**src/rtl/uart_reg_pkg.sv**
```systemverilog
package uart_reg_pkg;

  localparam int ADDR_W = 3;
  localparam int BUS_W  = 16;

  typedef enum logic [ADDR_W-1:0] {
    REG_DATA    = 3'd0,
    REG_FLAGS   = 3'd1,
    REG_ERRCLR  = 3'd2,
    REG_LINE    = 3'd3,
    REG_CTRL    = 3'd4,
    REG_ERRSTAT = 3'd5
  } regSel_e;

  localparam int FLAG_TXFULL  = 0;
  localparam int FLAG_RXEMPTY = 1;
  localparam int FLAG_TXEMPTY = 2;
  localparam int FLAG_BUSY    = 3;

  localparam int ERR_W   = 4;
  localparam int ENTRY_W = 8 + ERR_W;

  typedef struct packed {
    logic txPush;
    logic txPop;
    logic rxPush;
    logic rxPop;
    logic lineWr;
    logic ctrlWr;
    logic errClr;
    logic overDrop;
  } strobes_t;

  typedef struct packed {
    logic txFull;
    logic txEmpty;
    logic rxFull;
    logic rxEmpty;
    logic txOn;
    logic rxOn;
  } status_t;

endpackage

```
**src/rtl/uart_reg_fifo.sv**
```systemverilog
module uart_reg_fifo #(
  parameter int DEPTH = 16,
  parameter int WIDTH = 12,
  localparam int PTR_W = $clog2(DEPTH),
  localparam int CNT_W = $clog2(DEPTH + 1)
) (
  input  logic             clk,
  input  logic             rst_n,
  input  logic             push,
  input  logic             pop,
  input  logic [CNT_W-1:0] limit,
  input  logic [WIDTH-1:0] wrData,
  output logic [WIDTH-1:0] rdData,
  output logic             full,
  output logic             empty
);

  logic [WIDTH-1:0] mem [DEPTH];
  logic [PTR_W-1:0] wrPtr, rdPtr;
  logic [CNT_W-1:0] count;
  logic doPush, doPop;

  function automatic logic [PTR_W-1:0] nextPtr(input logic [PTR_W-1:0] p);
    return (p == PTR_W'(DEPTH - 1)) ? '0 : p + 1'b1;
  endfunction

  assign full   = (count >= limit);
  assign empty  = (count == '0);
  assign doPush = push && !full;
  assign doPop  = pop && !empty;
  assign rdData = mem[rdPtr];

  always_ff @(posedge clk) begin
    if (doPush) mem[wrPtr] <= wrData;
  end

  always_ff @(posedge clk or negedge rst_n) begin
    if (!rst_n) begin
      wrPtr <= '0;
      rdPtr <= '0;
      count <= '0;
    end else begin
      if (doPush) wrPtr <= nextPtr(wrPtr);
      if (doPop)  rdPtr <= nextPtr(rdPtr);
      case ({doPush, doPop})
        2'b10:   count <= count + 1'b1;
        2'b01:   count <= count - 1'b1;
        default: count <= count;
      endcase
    end
  end

endmodule

```
**src/rtl/uart_reg_ctrl.sv**
```systemverilog
module uart_reg_ctrl
  import uart_reg_pkg::*;
(
  input  logic              busWrEn,
  input  logic              busRdEn,
  input  logic [ADDR_W-1:0] busAddr,
  input  logic              txTake,
  input  logic              rxStrobe,
  input  status_t           status,
  output strobes_t          strobes
);

  logic selData;
  logic rxArrive;

  assign selData  = (busAddr == REG_DATA);
  assign rxArrive = rxStrobe && status.rxOn;

  always_comb begin
    strobes          = '0;
    strobes.txPush   = busWrEn && selData && !status.txFull;
    strobes.txPop    = txTake && status.txOn && !status.txEmpty;
    strobes.rxPop    = busRdEn && selData && !status.rxEmpty;
    strobes.rxPush   = rxArrive && !status.rxFull;
    strobes.overDrop = rxArrive && status.rxFull;
    strobes.lineWr   = busWrEn && (busAddr == REG_LINE);
    strobes.ctrlWr   = busWrEn && (busAddr == REG_CTRL);
    strobes.errClr   = busWrEn && (busAddr == REG_ERRCLR);
  end

endmodule

```
**src/rtl/uart_reg_datapath.sv**
```systemverilog
module uart_reg_datapath
  import uart_reg_pkg::*;
#(
  parameter int DEPTH = 16,
  localparam int CNT_W = $clog2(DEPTH + 1)
) (
  input  logic              clk,
  input  logic              rst_n,
  input  strobes_t          strobes,
  input  logic [ADDR_W-1:0] busAddr,
  input  logic [BUS_W-1:0]  busWrData,
  output logic [BUS_W-1:0]  busRdData,
  input  logic              txShifting,
  input  logic [7:0]        rxByte,
  input  logic [2:0]        rxErr,
  output logic [7:0]        txByte,
  output logic              txValid,
  output status_t           status,
  output logic [3:0]        ctrlBits,
  output logic [1:0]        wordLen
);

  logic [3:0]       ctrlReg;
  logic [2:0]       lineReg;
  logic [ERR_W-1:0] stickyErr;
  logic             pendOverrun;
  logic [CNT_W-1:0] fifoLimit;
  logic [ENTRY_W-1:0] rxIn, rxHead;
  logic [7:0]       txHead;
  logic             txFull, txEmpty, rxFull, rxEmpty;
  logic [3:0]       flags;
  logic             unusedWrBits;

  assign unusedWrBits = ^busWrData[BUS_W-1:4];
  assign fifoLimit = lineReg[0] ? CNT_W'(DEPTH) : CNT_W'(1);
  assign rxIn      = {pendOverrun, rxErr, rxByte};

  uart_reg_fifo #(.DEPTH(DEPTH), .WIDTH(8)) u_txFifo (
    .clk(clk), .rst_n(rst_n), .push(strobes.txPush), .pop(strobes.txPop),
    .limit(fifoLimit), .wrData(busWrData[7:0]), .rdData(txHead),
    .full(txFull), .empty(txEmpty)
  );

  uart_reg_fifo #(.DEPTH(DEPTH), .WIDTH(ENTRY_W)) u_rxFifo (
    .clk(clk), .rst_n(rst_n), .push(strobes.rxPush), .pop(strobes.rxPop),
    .limit(fifoLimit), .wrData(rxIn), .rdData(rxHead),
    .full(rxFull), .empty(rxEmpty)
  );

  always_ff @(posedge clk or negedge rst_n) begin
    if (!rst_n) begin
      ctrlReg     <= '0;
      lineReg     <= '0;
      stickyErr   <= '0;
      pendOverrun <= 1'b0;
    end else begin
      if (strobes.ctrlWr) ctrlReg <= busWrData[3:0];
      if (strobes.lineWr) lineReg <= busWrData[2:0];
      stickyErr <= (strobes.errClr ? '0 : stickyErr)
                 | (strobes.rxPush ? rxIn[ENTRY_W-1:8] : '0)
                 | (strobes.overDrop ? 4'b1000 : 4'b0000);
      if (strobes.overDrop)    pendOverrun <= 1'b1;
      else if (strobes.rxPush) pendOverrun <= 1'b0;
    end
  end

  always_comb begin
    status         = '0;
    status.txFull  = txFull;
    status.txEmpty = txEmpty;
    status.rxFull  = rxFull;
    status.rxEmpty = rxEmpty;
    status.txOn    = ctrlReg[0] && ctrlReg[1];
    status.rxOn    = ctrlReg[0] && ctrlReg[2];
  end

  always_comb begin
    flags               = '0;
    flags[FLAG_TXFULL]  = txFull;
    flags[FLAG_RXEMPTY] = rxEmpty;
    flags[FLAG_TXEMPTY] = txEmpty;
    flags[FLAG_BUSY]    = !txEmpty || txShifting;
  end

  always_comb begin
    case (busAddr)
      REG_DATA:    busRdData = rxEmpty ? '0 : BUS_W'(rxHead);
      REG_FLAGS:   busRdData = BUS_W'(flags);
      REG_LINE:    busRdData = BUS_W'(lineReg);
      REG_CTRL:    busRdData = BUS_W'(ctrlReg);
      REG_ERRSTAT: busRdData = BUS_W'(stickyErr);
      default:     busRdData = '0;
    endcase
  end

  assign txByte   = txHead;
  assign txValid  = status.txOn && !txEmpty;
  assign ctrlBits = ctrlReg;
  assign wordLen  = lineReg[2:1];

endmodule

```
**src/rtl/uart_reg_front.sv**
```systemverilog
module uart_reg_front
  import uart_reg_pkg::*;
#(
  parameter int FIFO_DEPTH = 16
) (
  input  logic              clk,
  input  logic              rst_n,
  input  logic              busWrEn,
  input  logic              busRdEn,
  input  logic [ADDR_W-1:0] busAddr,
  input  logic [BUS_W-1:0]  busWrData,
  output logic [BUS_W-1:0]  busRdData,
  output logic [7:0]        txByte,
  output logic              txValid,
  input  logic              txTake,
  input  logic              txShifting,
  input  logic [7:0]        rxByte,
  input  logic [2:0]        rxErr,
  input  logic              rxStrobe,
  output logic              uartEnable,
  output logic              txEnable,
  output logic              rxEnable,
  output logic              rtsOut,
  output logic [1:0]        wordLen
);

  strobes_t   strobes;
  status_t    status;
  logic [3:0] ctrlBits;

  uart_reg_ctrl u_ctrl (
    .busWrEn(busWrEn), .busRdEn(busRdEn), .busAddr(busAddr),
    .txTake(txTake), .rxStrobe(rxStrobe), .status(status), .strobes(strobes)
  );

  uart_reg_datapath #(.DEPTH(FIFO_DEPTH)) u_dp (
    .clk(clk), .rst_n(rst_n), .strobes(strobes), .busAddr(busAddr),
    .busWrData(busWrData), .busRdData(busRdData), .txShifting(txShifting),
    .rxByte(rxByte), .rxErr(rxErr), .txByte(txByte), .txValid(txValid),
    .status(status), .ctrlBits(ctrlBits), .wordLen(wordLen)
  );

  assign uartEnable = ctrlBits[0];
  assign txEnable   = ctrlBits[1];
  assign rxEnable   = ctrlBits[2];
  assign rtsOut     = ctrlBits[3];

endmodule

```
**config.mk**
```make
export PLATFORM = sky130hd
export DESIGN_NAME = uart_reg_front
export DESIGN_NICKNAME = d
export VERILOG_FILES = /design/src/rtl/uart_reg_pkg.sv /design/src/rtl/uart_reg_fifo.sv /design/src/rtl/uart_reg_ctrl.sv /design/src/rtl/uart_reg_datapath.sv /design/src/rtl/uart_reg_front.sv
export SDC_FILE = /design/constraint.sdc
export NUM_CORES = 1
export LEC_CHECK = 0
export ABC_AREA = 1
export BUFFER_PORTS_ARGS = -buffer_cell sky130_fd_sc_hd__buf_2
export CAP_MARGIN = 20
export CORE_UTILIZATION = 50
export CTS_CLUSTER_SIZE = 28
export DETAILED_ROUTE_END_ITERATION = 8
export GPL_TIMING_DRIVEN = 0
export PLACE_DENSITY = 0.67
export RECOVER_POWER = 50
export SLEW_MARGIN = 10
export SYNTH_ARGS = -nofsm -noshare
export SYNTH_HDL_FRONTEND = slang
export SYNTH_SLANG_ARGS = --single-unit
```
**constraint.sdc**
```tcl
create_clock -name clk -period 6 [get_ports clk]
set_input_delay 0.3 -clock clk [delete_from_list [all_inputs] [get_ports clk]]
set_output_delay 0.3 -clock clk [all_outputs]
set_load 0.02 [all_outputs]
```
Word level (Yosys, flattened, before mapping). Memories as Yosys holds them, arrays and structs flattened. Cells that the tools add are included.

Register bits: 38. Memory bits (writable): 320. Input port bits: 37. Output and inout port bits: 31. Memories: 2.

Memories: u_dp.u_rxFifo.mem (words 16, bits a word 12, read ports 1, clocked after memory_dff 0, wr ports 1, RTL line uart_reg_fifo.sv:18) `logic [WIDTH-1:0] mem [DEPTH];`; u_dp.u_txFifo.mem (words 16, bits a word 8, read ports 1, clocked after memory_dff 0, wr ports 1, RTL line uart_reg_fifo.sv:18).

$add $sub $neg: 8. Magnitude comparators: 2. Equality and inequality tests: 13. Multiplexer cells: 18. Bitwise gates (word level): 2. Reduce and logical (&&, ||, !) cells: 30.

Operator list (number): case mux 16 bit (5 select lines) (1); two-way mux 4 bit (7); case mux 5 bit (2 select lines) (2); logical AND 1 bit (19); adder 4 x 1 -> 4 bit, second input constant (4); == test 4 bit, second input constant (4); two-way mux 12 bit (1); adder 5 x 1 -> 5 bit, second input constant (2); greater-or-equal comparator 5 bit (2); zero test 5 bit (2); subtractor 5 x 1 -> 5 bit, second input constant (2); bitwise OR 4 bit (2); == test 3 x 2 -> 1 bit, second input constant (2); == test 3 bit, second input constant (2); two-way mux 1 bit (6); nonzero test 2 bit (3); two-way mux 5 bit (1); == test 2 x 1 -> 1 bit, second input constant (2); == test 2 bit, second input constant (2); zero test 1 bit (4); == test 3 x 1 -> 1 bit, second input constant (1); zero test 3 bit (1); logical OR 1 bit (1).

Logic depth before layout (Yosys ltp).
Depth in word-level cells: 7. Mapped depth: 18. Depth with buffers taken out: 18.

Modules after synthesis. A second synthesis with hierarchy kept.

Cells, all modules: 1812. Area, all modules: 16977.5 µm².

By module, submodules not included: uart_reg_fifo (u_dp.u_rxFifo) (instances 1, cells an instance 978, area an instance 9441.6 µm²); uart_reg_fifo (u_dp.u_txFifo) (instances 1, cells an instance 702, area an instance 6646.4 µm²); uart_reg_datapath (instances 1, cells an instance 110, area an instance 802.0 µm²); uart_reg_ctrl (instances 1, cells an instance 22, area an instance 87.6 µm²).

Least setup slack after synthesis. No wires, ideal clock.

Kind: register -> register. From: register u_dp.u_txFifo.count[0]. To: register u_dp.u_txFifo.count[4]. Arrival: 2.327 ns. Slack: 3.557 ns. Cell stages (with the launch flop): 17. Buffers on the path: 1. Period minus slack after synthesis: 2.443 ns. Cells stage by stage: dfrtp_1 -> inv_1 -> ha_1 -> inv_1 -> nand4_1 -> nand2_1 -> nand4_2 -> buf_6 -> ha_1 -> xor2_1 -> ha_1 -> a21oi_1 -> inv_1 -> nand4_1 -> nand3_1 -> nand2_1 -> nand2_1.

Longest elaborated chain between the ends: 6. Elaborated cells on any way between the ends: 14. Those cells by class: 2 x add/sub; 1 x order compare; 2 x eq/ne; 1 x mux; 8 x reduce/logical.

Ends and longest elaborated chain: start, declared (RTL line uart_reg_fifo.sv:20) `logic [CNT_W-1:0] count;`; start signal, assigned (RTL line uart_reg_fifo.sv:46) `2'b10: count <= count + 1'b1;`; start signal, assigned (RTL line uart_reg_fifo.sv:47) `2'b01: count <= count - 1'b1;`; start signal, assigned (RTL line uart_reg_fifo.sv:48) `default: count <= count;`; greater-or-equal comparator 5 bit or zero test 5 bit (tied branches) (RTL line uart_reg_fifo.sv:27, uart_reg_fifo.sv:28); zero test 1 bit (on tied branches); logical AND 1 bit (on tied branches) (RTL line uart_reg_ctrl.sv:21, uart_reg_ctrl.sv:22); logical AND 1 bit (on tied branches) (RTL line uart_reg_fifo.sv:29, uart_reg_fifo.sv:30); == test 2 x 1 -> 1 bit or == test 2 bit (tied branches) (RTL line uart_reg_fifo.sv:45) `case ({doPush, doPop})`; case mux 5 bit (2 select lines) or nonzero test 2 bit (tied branches).

Parallel ways exist; a longest one is shown, timed or not. A chain may end at the register's enable or synchronous reset.

Final worst setup path.
From: register u_dp.lineReg[0]. To: register u_dp.u_txFifo.count[4].

Longest elaborated chain between the ends: 7. Elaborated cells on any way between the ends: 9. Those cells by class: 1 x order compare; 2 x eq/ne; 2 x mux; 4 x reduce/logical.

Ends and longest elaborated chain: start, declared (RTL line uart_reg_datapath.sv:24) `logic [2:0] lineReg;`; start signal, assigned (RTL line uart_reg_datapath.sv:58) `if (strobes.lineWr) lineReg <= busWrData[2:0];`; two-way mux 5 bit (*) (RTL line uart_reg_datapath.sv:35) `assign fifoLimit = lineReg[0] ? CNT_W'(DEPTH) : CNT_W'(1);`; greater-or-equal comparator 5 bit (*) (RTL line uart_reg_fifo.sv:27) `assign full = (count >= limit);`; zero test 1 bit (*) (RTL line uart_reg_fifo.sv:29, uart_reg_ctrl.sv:21); logical AND 1 bit (RTL line uart_reg_ctrl.sv:21) `strobes.txPush = busWrEn && selData && !status.txFull;`; logical AND 1 bit (*) (RTL line uart_reg_fifo.sv:29) `assign doPush = push && !full;`; == test 2 x 1 -> 1 bit or == test 2 bit (tied branches) (RTL line uart_reg_fifo.sv:45); case mux 5 bit (2 select lines) or nonzero test 2 bit (tied branches).

Mark *: on every way between the ends. The rest lies on a longest branch, timed or not.

==> run metrics <==
Fmax=approximately 350 MHz; layout cell share with drive strength beyond 1=between 10% and 20%; Top delay family on crit path=simple AND/OR/NAND/NOR gates; Leak Pwr=7.29 nW; final setup margin=3100 ps; final worst path period need=2900 ps; Max-Cap Viols=1; maximum root-to-sink buffer count=3; Tightest Hold Check Type=input pin to register; initial core utilization=between 50% and 60%; Slew Viols, Final=39; Synth top area share=roughly three fifths; Core Footprint=30700 um2; Tot GR Track Use=23.6%; ys async rst share=10.6%; CP peak stage delay=400 ps; Max VDD drop=around 0.32 mV; Post-DRT Antenna Nets=0; Final setup viols=0; Crit. Startpoint=u_dp.lineReg[0]$_DFFE_PN0P_; final worst path period share=48.3%; Worst R2R Path Depth=16; Clk pwr share=29.1%; Setup Buffers After CTS=0; clk slew on worst S/H paths=60 ps; post-DP HPWL=24700 um; Crit Reg-Reg Startpoint=u_dp.lineReg[0]$_DFFE_PN0P_; Worst Max-Slew Pin Slew=2390 ps; top_reg_cell synth=edfxtp_1; Hold Buf Count CTS=1; Post-Layout Cell Count=2040; Worst Setup Start Kind=register; RR Endpoint=u_dp.u_txFifo.count[4]$_DFFE_PN0P_; vias per cell=5.25; DIE AREA=32100 um2; Syn Area/Cell=10.5 um2; Site Rows=between 60 and 70; DIE WIDTH=approximately 180 um; IO buf count=55; placed cell count=1960; Synth Cell Area=15700 um2; via count=roughly 11000; htree depth=2; Synth Warn #=0; placed inst area=about 17000 um2; GRT overflow=0; antenna cells=0; switching share of total power=36.7%; Crit. End Element=register; Clock Skew=between 15 and 20 ps; worst skew pair latency=about 530 ps; Layout Nets=1671; CP max-delay cell=dfrtp_1; arrival time at the worst endpoint=approximately 3300 ps; Logic pwr share=33.3%; top cells by count, synth=nand2_1, edfxtp_1, inv_1, nor2_1, nand3_1; design area=17900 um2; final count of hold timing violations=0; CTS tree=yes; setup tns final=0 ps; failing checks=DRC, capacitance limit, slew limit; Worst path depth=16; CP required=6420 ps; reg2reg setup slack=3100 ps; detailed-route DRC error count=6; Post-Syn Instances=1490; initial antenna violation count=0; Resized Gates After CTS=0; Yosys top cell by area=edfxtp_1; Seq pwr share=37.6%; Yosys reg bits=~360; hold path start=busRdEn; TritonRoute pass-1 iters=7; top-count cell post-synth=nand2_1; Area growth, synth to finish=14.0%; fillers=about 2600; 1st-iter DRT viols=slightly below 900; Buf+Inv Stages, Crit Path=4; CP endpoint=u_dp.u_txFifo.count[4]$_DFFE_PN0P_; sw power=2.91 mW; post-synthesis sequential area ratio=around two thirds; RSZ-0062 raised after global routing=false; TritonCTS Buffers=38; largest net degree at the start of global routing=39; Synth area leaders=edfxtp_1, nand2_1, dfrtp_1, nand3_1, inv_1; CP Max Fanout=11; pwr dens=442 nW/um2; Place WS=3140 ps; crit path kind=register to register; vias in the first global route=10305; crit-path cells=inv_1 -> ha_1 -> inv_1 -> nand4_1 -> nand2_1 -> nand4_2 -> buf_6 -> ha_1 -> xor2_1 -> ha_1 -> a21oi_1 -> inv_1 -> nand4_1 -> nand3_1 -> nand2_1 -> nand2_1; Rel. slew slack=-59.5%; number of top-level pins=68; Post-synth EDFFs=320; Pint=5.00 mW; CTS Root Cell=clkbuf_16; Chip Height=approximately 180 um; Routed Wire Length=36500 um; # clock sinks=358; gpl congestion=0.857; Avg WL per Cell=17.9 um; first-pass GRT wire length=56500 um; post-synth cell types=39; status=finished with violations
==> worst min-delay path by stage <==
stage	to	cells past startpoint
2_1_floorplan	u_dp.ctrlBits[0]$_DFFE_PN0P_	0
3_3_place_gp	u_dp.stickyErr[3]$_DFF_PN0_	2
3_5_place_dp	u_dp.stickyErr[3]$_DFF_PN0_	2
4_1_cts	u_dp.u_rxFifo.mem[9][1]$_DFFE_PP_	1
5_1_grt	u_dp.u_rxFifo.rdPtr[3]$_DFFE_PN0P_	4
6_report	u_dp.u_rxFifo.rdPtr[1]$_DFFE_PN0P_	4
==> through the flow <==
step | util, % | hold slack (ps) | total power, mW
global route | 58.2 | 251 | 8.37
global placement | 53.6 | 470 | 5.60
CTS | 58.1 | 152 | 7.95
floorplan | - | 4.41 | 4.77
finish | 58.2 | 219 | 7.91
detailed placement | 54.0 | 465 | 5.65
==> metal layers <==
layer / track usage, % / part of all wire [%] / up-vias
met1: 29.3 / 41 / 5066
met4: 9.52 / 3.5 / 0
met2: 41.6 / 50 / 350
met5: 0 / 0 / -
met3: 2.88 / 5.7 / 76
li1: - / - / 5227
==> power groups by stage <==
stage               Sequential [mW]  Combinational [mW]  Clock, mW
floorplan                      2.99                1.78          0
global placement               3.01                2.59          0
detailed placement             3.02                2.63          0
CTS                            2.97                2.65       2.34
global route                   2.99                2.95       2.43
finish                         2.97                2.63       2.30
==> tightest hold or removal path, stage by stage <==
cell and delay, ps:
buf_2 90, inv_1 90, nor2_4 80, o21ai_0 140
==> area by class of cell <==
type                       count  area (um2)  share of cell area (%)
multi-input combinational    923        4200                    23.5
clock inverter                18         164                   0.916
sequential                   358       10600                    59.0
tap                          396         495                    2.77
inverter                     145         549                    3.07
buffer                        67         409                    2.29
timing repair buffer          81         439                    2.45
clock buffer                  52        1070                    6.01
==> state kept, by name (all words and copies together) (netlist names) <==
signal,flops
u_dp.ctrlBits,4
u_dp.u_rxFifo.rdPtr,4
u_dp.stickyErr,4
u_dp.u_rxFifo.mem,192
u_dp.pendOverrun,1
u_dp.lineReg,3
u_dp.u_txFifo.rdPtr,4
u_dp.u_txFifo.mem,128
u_dp.u_txFifo.count,5
u_dp.u_rxFifo.count,5
u_dp.u_txFifo.wrPtr,4
u_dp.u_rxFifo.wrPtr,4
==> logic make-up after synthesis <==
group,synth area share [%]
buffers and inverters,6.10
adder cells (fa/ha/maj),1.59
flip-flops,67.3
XOR/XNOR,0.614
AND/OR/NAND/NOR,19.5
other,0.0239
AO/OA/AOI/OAI,4.82
multiplexers,0.0717
==> cell usage in the layout (no fill, tap or decap), types with 3 or more instances in the layout <==
cell type / instances
a21oi_1: 14
a31oi_1: 16
buf_2: 69
buf_4: 17
buf_6: 18
clkbuf_1: 48
clkbuf_16: 39
clkbuf_8: 5
clkinv_1: 4
clkinv_2: 8
conb_1: 4
dfrtp_1: 38
edfxtp_1: 320
ha_1: 20
inv_1: 139
inv_2: 4
nand2_1: 476
nand3_1: 118
nand3b_1: 3
nand4_1: 9
nor2_1: 117
nor2_2: 3
nor3_1: 15
o211ai_1: 12
o21ai_0: 78
o21ai_1: 11
o22ai_1: 3
xnor2_1: 3
xor2_1: 8
Power figures use the tool's default switching activity.
